**src/rtl/osc_bscan_pkg.sv**
```systemverilog
package osc_bscan_pkg;

   typedef enum int unsigned {
      SRC_EXT_CLK  = 0,
      SRC_XTAL     = 1,
      SRC_EXT_RC   = 2,
      SRC_LF_XTAL  = 3,
      SRC_TIMER    = 4
   } osc_src_e;

   localparam int unsigned DEF_NUM_SRC = 5;

   function automatic int unsigned count_set(input logic [31:0] v, input int unsigned n);
      int unsigned c;
      c = 0;
      for (int unsigned k = 0; k < n; k++) begin
         if (v[k]) c++;
      end
      return c;
   endfunction

endpackage

```
**src/rtl/osc_bs_gen_cell.sv**
```systemverilog
module osc_bs_gen_cell (
   input  logic clk,
   input  logic rst_n,
   input  logic capture,
   input  logic shift,
   input  logic update,
   input  logic mode_test,
   input  logic scan_in,
   input  logic func_i,
   output logic func_o,
   output logic scan_q,
   output logic upd_q
);
   logic stage_q;
   logic latch_q;

   always_ff @(posedge clk or negedge rst_n) begin
      if (!rst_n) begin
         stage_q <= 1'b0;
      end else if (capture) begin
         stage_q <= func_i;
      end else if (shift) begin
         stage_q <= scan_in;
      end
   end

   always_ff @(posedge clk or negedge rst_n) begin
      if (!rst_n) begin
         latch_q <= 1'b0;
      end else if (update) begin
         latch_q <= stage_q;
      end
   end

   assign func_o = mode_test ? latch_q : func_i;
   assign scan_q = stage_q;
   assign upd_q  = latch_q;
endmodule

```
**src/rtl/osc_bs_obs_cell.sv**
```systemverilog
module osc_bs_obs_cell #(
   parameter int unsigned SYNC_STAGES = 2,
   parameter logic        IDLE_LVL    = 1'b0
) (
   input  logic clk,
   input  logic rst_n,
   input  logic capture,
   input  logic shift,
   input  logic scan_in,
   input  logic src_on,
   input  logic pin_i,
   output logic pin_o,
   output logic scan_q
);
   logic sampled;
   logic stage_q;

   generate
      if (SYNC_STAGES == 0) begin : g_nosync
         assign sampled = pin_i;
      end else begin : g_sync
         logic [SYNC_STAGES-1:0] sync_q;
         always_ff @(posedge clk or negedge rst_n) begin
            if (!rst_n) begin
               sync_q <= '0;
            end else begin
               sync_q[0] <= pin_i;
               for (int unsigned k = 1; k < SYNC_STAGES; k++) begin
                  sync_q[k] <= sync_q[k-1];
               end
            end
         end
         assign sampled = sync_q[SYNC_STAGES-1];
      end
   endgenerate

   always_ff @(posedge clk or negedge rst_n) begin
      if (!rst_n) begin
         stage_q <= 1'b0;
      end else if (capture) begin
         stage_q <= src_on ? sampled : IDLE_LVL;
      end else if (shift) begin
         stage_q <= scan_in;
      end
   end

   assign pin_o  = pin_i;
   assign scan_q = stage_q;
endmodule

```
**src/rtl/osc_main_guard.sv**
```systemverilog
module osc_main_guard
   import osc_bscan_pkg::*;
#(
   parameter int unsigned          NUM_SRC   = DEF_NUM_SRC,
   parameter logic [NUM_SRC-1:0]   MAIN_MASK = '1
) (
   input  logic               clk,
   input  logic               rst_n,
   input  logic               upd_strobe,
   input  logic [NUM_SRC-1:0] next_latch,
   output logic               err_o
);
   logic [31:0] masked;
   logic        over;

   always_comb begin
      masked = '0;
      masked[NUM_SRC-1:0] = next_latch & MAIN_MASK;
      over = count_set(masked, NUM_SRC) > 1;
   end

   always_ff @(posedge clk or negedge rst_n) begin
      if (!rst_n) begin
         err_o <= 1'b0;
      end else if (upd_strobe) begin
         err_o <= over;
      end
   end
endmodule

```
**src/rtl/osc_bscan_seg.sv**
```systemverilog
module osc_bscan_seg
   import osc_bscan_pkg::*;
#(
   parameter int unsigned        NUM_SRC     = DEF_NUM_SRC,
   parameter int unsigned        SYNC_STAGES = 2,
   parameter logic [NUM_SRC-1:0] MAIN_MASK   = 5'b01111,
   parameter logic [NUM_SRC-1:0] IDLE_HIGH   = 5'b00100
) (
   input  logic               clk,
   input  logic               rst_n,
   input  logic               dr_capture,
   input  logic               dr_shift,
   input  logic               dr_update,
   input  logic               extest,
   input  logic               scan_in,
   output logic               scan_out,
   input  logic [NUM_SRC-1:0] sys_en_i,
   output logic [NUM_SRC-1:0] osc_en_o,
   input  logic [NUM_SRC-1:0] clk_line_i,
   output logic [NUM_SRC-1:0] clk_line_o,
   output logic               multi_main_err
);
   localparam int unsigned CHAIN_LEN = 2 * NUM_SRC;

   if (NUM_SRC < 1 || NUM_SRC > 32) begin : g_bad_num
      $error("osc_bscan_seg: NUM_SRC out of range");
   end
   if (SYNC_STAGES > 4) begin : g_bad_sync
      $error("osc_bscan_seg: SYNC_STAGES too deep");
   end

   logic [CHAIN_LEN:0]  chain;
   logic [NUM_SRC-1:0]  en_stage;
   logic [NUM_SRC-1:0]  en_latch;

   assign chain[0] = scan_in;

   for (genvar i = 0; i < NUM_SRC; i++) begin : g_src
      osc_bs_gen_cell u_en (
         .clk       (clk),
         .rst_n     (rst_n),
         .capture   (dr_capture),
         .shift     (dr_shift),
         .update    (dr_update),
         .mode_test (extest),
         .scan_in   (chain[2*i]),
         .func_i    (sys_en_i[i]),
         .func_o    (osc_en_o[i]),
         .scan_q    (en_stage[i]),
         .upd_q     (en_latch[i])
      );
      assign chain[2*i+1] = en_stage[i];

      osc_bs_obs_cell #(
         .SYNC_STAGES (SYNC_STAGES),
         .IDLE_LVL    (IDLE_HIGH[i])
      ) u_obs (
         .clk     (clk),
         .rst_n   (rst_n),
         .capture (dr_capture),
         .shift   (dr_shift),
         .scan_in (chain[2*i+1]),
         .src_on  (osc_en_o[i]),
         .pin_i   (clk_line_i[i]),
         .pin_o   (clk_line_o[i]),
         .scan_q  (chain[2*i+2])
      );
   end

   osc_main_guard #(
      .NUM_SRC   (NUM_SRC),
      .MAIN_MASK (MAIN_MASK)
   ) u_guard (
      .clk        (clk),
      .rst_n      (rst_n),
      .upd_strobe (dr_update & extest),
      .next_latch (en_stage),
      .err_o      (multi_main_err)
   );

   assign scan_out = chain[CHAIN_LEN];

   logic unused_latch;
   assign unused_latch = ^en_latch;
endmodule

```
**config.mk**
```make
export PLATFORM = sky130hd
export DESIGN_NAME = osc_bscan_seg
export DESIGN_NICKNAME = d
export VERILOG_FILES = /design/src/rtl/osc_bscan_pkg.sv /design/src/rtl/osc_bs_gen_cell.sv /design/src/rtl/osc_bs_obs_cell.sv /design/src/rtl/osc_main_guard.sv /design/src/rtl/osc_bscan_seg.sv
export SDC_FILE = /design/constraint.sdc
export NUM_CORES = 1
export LEC_CHECK = 0
export ABC_AREA = 0
export CAP_MARGIN = 20
export CORE_MARGIN = 2
export CORE_UTILIZATION = 52
export DETAILED_ROUTE_END_ITERATION = 12
export PLACE_DENSITY = 0.83
export SLEW_MARGIN = 5
export SYNTH_ARGS = -nofsm -noshare
export SYNTH_HDL_FRONTEND = slang
export SYNTH_SLANG_ARGS = --single-unit
```
**constraint.sdc**
```tcl
create_clock -name clk -period 5.7 [get_ports clk]
set_input_delay 0.855 -clock clk [delete_from_list [all_inputs] [get_ports clk]]
set_output_delay 0.855 -clock clk [all_outputs]
set_load 0.05 [all_outputs]
```
==> results.md, run 1 <==
- Status: finished clean
- Post-Route Setup TNS: 0 ns
- Antenna violations before repair: 0
- Adder and majority cell fraction of the synthesized area: 4.11%
- Starting utilization of the core area: 55.0%
- Ratio of cells with drive above 1 in the final layout: 13.7%
- Standard-cell rows: 17
- CTS Buf Count: 3
- Via total after detailed routing: 775
- Setup crit end kind: primary output
- Wire length on met2: 951 um
- Detail Route Antenna Nets: 0
- Final Slew Violations: 0
- Count of port buffers added during placement: 28
- Final cycle utilization of the critical path: 62.0%
- Placed cell areas: 0.00145 mm^2
- Count of yosys warnings during synthesis: 0
- Worst Clk Skew: 0.00392 ns
- Max stage delay on crit path: 0.75 ns
- Top cells by count, synth: sky130_fd_sc_hd__dfrtp_1 (26), sky130_fd_sc_hd__buf_4 (11), sky130_fd_sc_hd__mux2i_1 (9), sky130_fd_sc_hd__o21ai_0 (9), sky130_fd_sc_hd__nand2_1 (6)
- Portion of synthesized cell area occupied by the leading cell type: 53.4%
- Post-Route Hold Slack: 0.367 ns
- Count of filler cells inserted in the layout: 168
- Peak supply drop: 0.184 mV
- Combinational family with the most area after synthesis: multiplexers
- Sequential fraction of the synthesis area: 53.4%
- Multiplexer fraction of the synthesized cell area: 18.2%
- Slew at the pin with the worst max-slew slack: 0.592 ns
- Number of global-route vias before repair: 763
- Routed length per instance: 14.0 um
- Max stage delay cell, worst path: sky130_fd_sc_hd__clkdlybuf4s50_1
- Global-route wire length before repair: 3.28 mm
- DIE AREA: 0.00274 mm^2
- X dimension of the die: 52.4 um
- Latest clock arrival within the worst-skew pair: 0.32 ns
- H-tree depth: 1
- Final cell area excluding filler cells: 0.00149 mm^2
- Yosys reg bits: 26
- Metal1 wirelength: 949 um
- Number of post-CTS setup repair buffers: 0
- PD cells: 284 mW/mm^2
- Cell repeated most along the worst path: sky130_fd_sc_hd__clkdlybuf4s50_1
- Root Buffer Master: sky130_fd_sc_hd__clkbuf_4
- Core area: 0.00221 mm^2
- Worst-path fanout max: 7
- Upper clock frequency limit: 283 MHz
- RSZ-0062 raised after global routing: no
- Final critical-path required period: 3.53 ns
- Leak Pwr: 0.000676 uW
- Kind of path behind the tightest hold check: reg2reg
- Die Span Y: 52.4 um
- Cell with the most instances after synthesis: sky130_fd_sc_hd__dfrtp_1
- Final hold violation count: 0
- Distinct cell type count of the synthesized netlist: 24
- Compound-cell area share of the yosys netlist: 6.58%
- Netlist Area Pre-Place: 0.00122 mm^2
- Final routed wirelength across all metal layers: 2.03 mm
- Top layer used by detailed routing: met4
- Top area cells in the synthesized netlist: sky130_fd_sc_hd__dfrtp_1 (53%), sky130_fd_sc_hd__mux2i_1 (7.4%), sky130_fd_sc_hd__buf_4 (6.8%), sky130_fd_sc_hd__mux2_4 (6.2%), sky130_fd_sc_hd__mux2_2 (4.6%)
- Syn avg cell area: 12.3 um^2
- FFs w/ async S/R, synth: 100%
- Share of synthesized cell area in and, or, nand and nor gates: 6.58%
- Count of flip-flops with a built-in enable after synthesis: 0
- Number of remaining DRC errors: 0
- Number of nets in the layout: 139
- Cell accounting for the most synthesized area: sky130_fd_sc_hd__dfrtp_1
- CP arrival: 2.68 ns
- Worst rel slew slack: 60.4%
- Family with the most delay on the worst path: buffers and inverters
- Detailed-routing iteration count for the pre-antenna-repair pass: 4
- Critical path buffers and inverters: 2
- Core occupancy in the finished layout: 67.4%
- Antenna fix cells: 0
- Gpl congestion: 0.720
- CP Data Required Time: 4.85 ns
- R2R setup slack: 3.76 ns
- Number of placed I/O pins: 29
- Congestion Overflow GR: 0
- Post_cts resized: 0
- Post-Syn Nets: 120
- Maximum number of pins on one net before global-route repair: 21
- Count of hold-fix buffers inserted at cts: 0
- Cell breakdown of the critical path: clkdlybuf4s50_1 -> mux2_4 -> clkdlybuf4s50_1
- CTS max path bufs: 2
- Top FF cell, synth: sky130_fd_sc_hd__dfrtp_1
- Clk slew on worst S/H paths: 0.13 ns
- Sinks on Clock Net: 26
- Reported max-cap violation count: 0
- Wire length on met3: 93 um
- Start-to-end type of the worst setup path: in2out
- Xor/xnor share of the synthesized area: 1.44%
- Clock tree from TritonCTS: built
- Setup-failing EPs final: 0
- First DRT Iteration DRCs: 3
- Routed via count divided by cell count: 5.34
- Startpoint type of the worst setup path: input port
- Overall global routing resource usage: 16.7%
- Count of mapped cells out of synthesis: 99
- Area Growth Syn to Fin: 22.4%
- DP HPWL: 1.46 mm
==> layout make-up <==
type | instances | area [um^2] | share of cell area [%]
flip-flops and latches | 26 | 651 | 43.7
inverters | 3 | 11.3 | 0.756
repair buffers | 29 | 308 | 20.7
well taps | 28 | 35.0 | 2.35
multi-input cells | 55 | 449 | 30.1
clock buffers | 4 | 36.3 | 2.43
==> cell usage in the layout (no fill, tap or decap), drive strengths merged <==
cell,instances
clkdlybuf4s50,28
dfrtp,26
mux2,10
mux2i,9
o21ai,9
nand2,6
nand3,5
ha,4
clkbuf,4
inv,3
nor2b,2
xor2,1
and2b,1
or2,1
a211oi,1
a31oi,1
nand2b,1
o31ai,1
xnor2,1
a21oi,1
a41oi,1
buf,1
==> worst paths after layout <==
check	from	endpoint	cells after the start
setup reg to reg	g_src[1].u_en.scan_q$_DFFE_PN0P_	u_guard.err_o$_DFFE_PN0P_	8
hold reg to reg	g_src[0].u_obs.g_sync.sync_q[0]$_DFF_PN0_	g_src[0].u_obs.g_sync.sync_q[1]$_DFF_PN0_	0
setup / recovery	extest	osc_en_o[4]	3
hold / removal	g_src[0].u_obs.g_sync.sync_q[0]$_DFF_PN0_	g_src[0].u_obs.g_sync.sync_q[1]$_DFF_PN0_	0
min in group asynchronous	rst_n	u_guard.err_o$_DFFE_PN0P_	1
max in group asynchronous	rst_n	g_src[1].u_en.upd_q$_DFFE_PN0P_	2
==> sequential cells by signal, indices dropped and copies added (netlist names) <==
name / cells
g_src.u_obs.scan_q: 5
g_src.u_en.scan_q: 5
g_src.u_en.upd_q: 5
g_src.u_obs.g_sync.sync_q: 10
u_guard.err_o: 1
==> where the power goes <==
| group | internal [uW] | total [uW] | switching (uW) | leakage, uW |
|---|---|---|---|---|
| sequential | 203 | 215 | 12.5 | 0.000312 |
| clock | 39.1 | 92.8 | 53.6 | 0.0000210 |
| combinational | 52.9 | 116 | 63.0 | 0.000344 |
==> kinds of logic (layout without fill, tap and decap cells) <==
| logic type | count (synthesis) | in the layout |
|---|---|---|
| AO/OA/AOI/OAI | 14 | 14 |
| buffers and inverters | 18 | 36 |
| adder cells (fa/ha/maj) | 4 | 4 |
| multiplexers | 19 | 19 |
| XOR/XNOR | 2 | 2 |
| AND/OR/NAND/NOR | 16 | 16 |
| flip-flops | 26 | 26 |
==> per-layer routing <==
layer  vias to the layer above  track usage (%)
met5                         -                0
met4                         0             7.69
met3                         5             3.71
met2                        23             26.9
met1                       381             21.3
li1                        366                -
==> per-stage QoR <==
stage | std cells | total power, uW | setup slack, ns
after floorplan | 99 | 300 | 3.39
after global placement | 140 | 329 | 2.16
after detailed placement | 141 | 335 | 2.19
after CTS | 145 | 427 | 2.17
after global routing | 145 | 444 | 2.13
final | 145 | 424 | 2.17
==> worst reg2reg max path: cells and delay by family, from the launching register on <==
kind / cells / cell delay [ns]
AND/OR/NAND/NOR: 3 / 0.62
adder cells (fa/ha/maj): 2 / 0.42
buffers and inverters: 1 / 0.08
AO/OA/AOI/OAI: 2 / 0.23
flip-flops: 1 / 0.47
No activity file was read; power rests on OpenSTA's default activity.
==> inputs of run 2 (changes only) <==
Settings changed: CORE_UTILIZATION 52 to 43, PLACE_DENSITY 0.83 to 0.73.
Clock period 5.7 ns to 3.1 ns, I/O delays scaled along.
==> run 2 against run 1 <==
Clock skew down 0.0033 ns. Critical endpoint unchanged. Critical path type unchanged. Flip-flop and latch count unchanged. Total power up 97%. Core utilization down 13 points. Combinational power up 79%. Critical path depth unchanged.
==> results.md, run 2 (synthesis gave the netlist of run 1 again) <==
- Status: finished clean (unchanged)
- Cell repeated most along the worst path: sky130_fd_sc_hd__clkdlybuf4s50_1 (unchanged)
- DP HPWL: 1.50 mm (was 1.46 mm)
- Kind of path behind the tightest hold check: reg2reg (unchanged)
- Maximum number of pins on one net before global-route repair: 27 (was 21)
- Number of post-CTS setup repair buffers: 0 (unchanged)
- Area Growth Syn to Fin: 22.4% (unchanged)
- Worst reg-to-reg path cell count: 8 (unchanged)
- Clk slew on worst S/H paths: 0.14 ns (was 0.13 ns)
- Upper clock frequency limit: 362 MHz
- Detailed-routing iteration count for the pre-antenna-repair pass: 4 (unchanged)
- Max stage delay cell, worst path: sky130_fd_sc_hd__clkdlybuf4s50_1 (unchanged)
- X dimension of the die: 57.2 um (was 52.4 um)
- Start-to-end type of the worst setup path: in2out (unchanged)
- Setup crit end kind: primary output (unchanged)
- Sinks on Clock Net: 26 (unchanged)
- Worst Clk Skew: 0.000615 ns (was 0.00392 ns)
- Most used cells in the layout excluding fill and tap cells: sky130_fd_sc_hd__clkdlybuf4s50_1 (28), sky130_fd_sc_hd__dfrtp_1 (26), sky130_fd_sc_hd__mux2i_1 (9), sky130_fd_sc_hd__o21ai_0 (9), sky130_fd_sc_hd__nand2_1 (6) (unchanged)
- Antenna violations before repair: 0 (unchanged)
- Final routed wirelength across all metal layers: 2.11 mm (was 2.03 mm)
- Antenna fix cells: 0 (unchanged)
- Die Span Y: 57.2 um (was 52.4 um)
- Core area: 0.00273 mm^2 (was 0.00221 mm^2)
- CTS max path bufs: 2 (unchanged)
- Worst-path fanout max: 7 (unchanged)
- Global-route wire length before repair: 3.53 mm (was 3.28 mm)
- Final cycle utilization of the critical path: 89.0%
- Standard-cell rows: 19 (was 17)
- RSZ-0062 raised after global routing: no (unchanged)
- DIE AREA: 0.00327 mm^2 (was 0.00274 mm^2)
- Final critical-path required period: 2.76 ns
- Final Slew Violations: 0 (unchanged)
- First DRT Iteration DRCs: 5 (was 3)
- Latest clock arrival within the worst-skew pair: 0.32 ns (about the same)
- Number of nets in the layout: 139 (unchanged)
- Slew at the pin with the worst max-slew slack: 0.604 ns (was 0.592 ns)
- CTS Buf Count: 3 (unchanged)
- Startpoint type of the worst setup path: input port (unchanged)
- Peak supply drop: 0.451 mV (was 0.184 mV)
- Max stage delay on crit path: 0.76 ns (was 0.75 ns)
- Starting utilization of the core area: 44.5% (was 55.0%)
- Count of cells along the worst hold path: 0 (unchanged)
- PD cells: 559 mW/mm^2 (was 284 mW/mm^2)
- Least setup slack across all paths after layout: 0.341 ns (was 2.17 ns)
- Critical path buffers and inverters: 2 (unchanged)
- Congestion Overflow GR: 0 (unchanged)
- Post_cts resized: 0 (unchanged)
- Clock tree from TritonCTS: built (unchanged)
- Worst rel slew slack: 59.6% (was 60.4%)
- Setup-failing EPs final: 0 (unchanged)
- Family with the most delay on the worst path: buffers and inverters (unchanged)
- Ratio of cells with drive above 1 in the final layout: 13.7% (unchanged)
- Post-Route Setup TNS: 0 ns (unchanged)
- Worst path depth: 3 (unchanged)
- Most common cell after layout, fill and taps aside: sky130_fd_sc_hd__clkdlybuf4s50_1 (unchanged)
- CP arrival: 2.29 ns (was 2.68 ns)
- Detail Route Antenna Nets: 0 (unchanged)
- Number of global-route vias before repair: 796 (was 763)
- Overall global routing resource usage: 14.1% (was 16.7%)
- Reg with most FFs: g_src.u_obs.g_sync.sync_q (unchanged)
- H-tree depth: 1 (unchanged)
- Routed via count divided by cell count: 5.09 (was 5.34)
- Final hold violation count: 0 (unchanged)
- Number of remaining DRC errors: 0 (unchanged)
- Routed length per instance: 14.3 um (was 14.0 um)
- Worst setup timing slack at the placement stage: 0.356 ns (was 2.19 ns)
- Cell breakdown of the critical path: clkdlybuf4s50_1 -> mux2_4 -> clkdlybuf4s50_1 (unchanged)
- Number of placed I/O pins: 29 (unchanged)
- Via total after detailed routing: 753 (was 775)
- Reported max-cap violation count: 0 (unchanged)
- CP Data Required Time: 2.63 ns (was 4.85 ns)
- Root Buffer Master: sky130_fd_sc_hd__clkbuf_4 (unchanged)
- Count of hold-fix buffers inserted at cts: 0 (unchanged)
- Gpl congestion: 0.709 (was 0.720)
- Leak Pwr: 0.000675 uW (was 0.000676 uW)
- Count of port buffers added during placement: 28 (unchanged)
- Number of flip-flops in the largest register: 10 (unchanged)
## run 2: cell count changes in the layout (fill, tap and decap cells not counted)
cell                        change
sky130_fd_sc_hd__clkbuf_8       -1
sky130_fd_sc_hd__buf_4          +1
sky130_fd_sc_hd__buf_16         -1
sky130_fd_sc_hd__bufinv_16      +1
## run 2: path summary, 6_finish.rpt
check,start,end,slack [ns]
min in group asynchronous,rst_n,g_src[2].u_obs.g_sync.sync_q[0]$_DFF_PN0_,0.48
max,extest,osc_en_o[4],0.34
min reg2reg,g_src[3].u_obs.g_sync.sync_q[0]$_DFF_PN0_,g_src[3].u_obs.g_sync.sync_q[1]$_DFF_PN0_,0.36
min,g_src[3].u_obs.g_sync.sync_q[0]$_DFF_PN0_,g_src[3].u_obs.g_sync.sync_q[1]$_DFF_PN0_,0.36
max reg2reg,g_src[0].u_en.scan_q$_DFFE_PN0P_,u_guard.err_o$_DFFE_PN0P_,1.16
max in group asynchronous,rst_n,g_src[3].u_en.scan_q$_DFFE_PN0P_,2.37
## run 2: metal layers
layer  vias up  part of all wire, %  global-route usage [%]
met5         -                    0                       0
met4         0                 0.76                    2.99
met3         2                  4.7                    4.76
met2        24                   50                    23.8
met1       366                   44                    17.7
li1        361                    -                       -
## run 2: stage by stage
step	instances	total power, uW	utilization, %	cell area [um^2]	hold WS (ns)
4_1_cts	148	846	54.5	1490	0.367
2_1_floorplan	99	552	-	1220	0.169
6_report	148	834	54.5	1490	0.364
3_5_place_dp	144	613	52.6	1440	0.335
5_1_grt	148	880	54.5	1490	0.376
3_3_place_gp	144	607	52.6	1440	0.332
## run 2: area by class of cell
type                            instances  area, um^2
Inverter                                3        11.3
Timing Repair Buffer                   29         288
Clock inverter                          1        30.0
Fill cell                             230        1240
Sequential cell                        26         651
Multi-Input combinational cell         55         449
Clock buffer                            3        22.5
Tap cell                               31        38.8
## run 2: where the power goes
part | switching (uW) | internal, uW | total, uW
logic | 114 | 94.2 | 208
registers | 23.0 | 373 | 396
clock network | 98.7 | 131 | 229
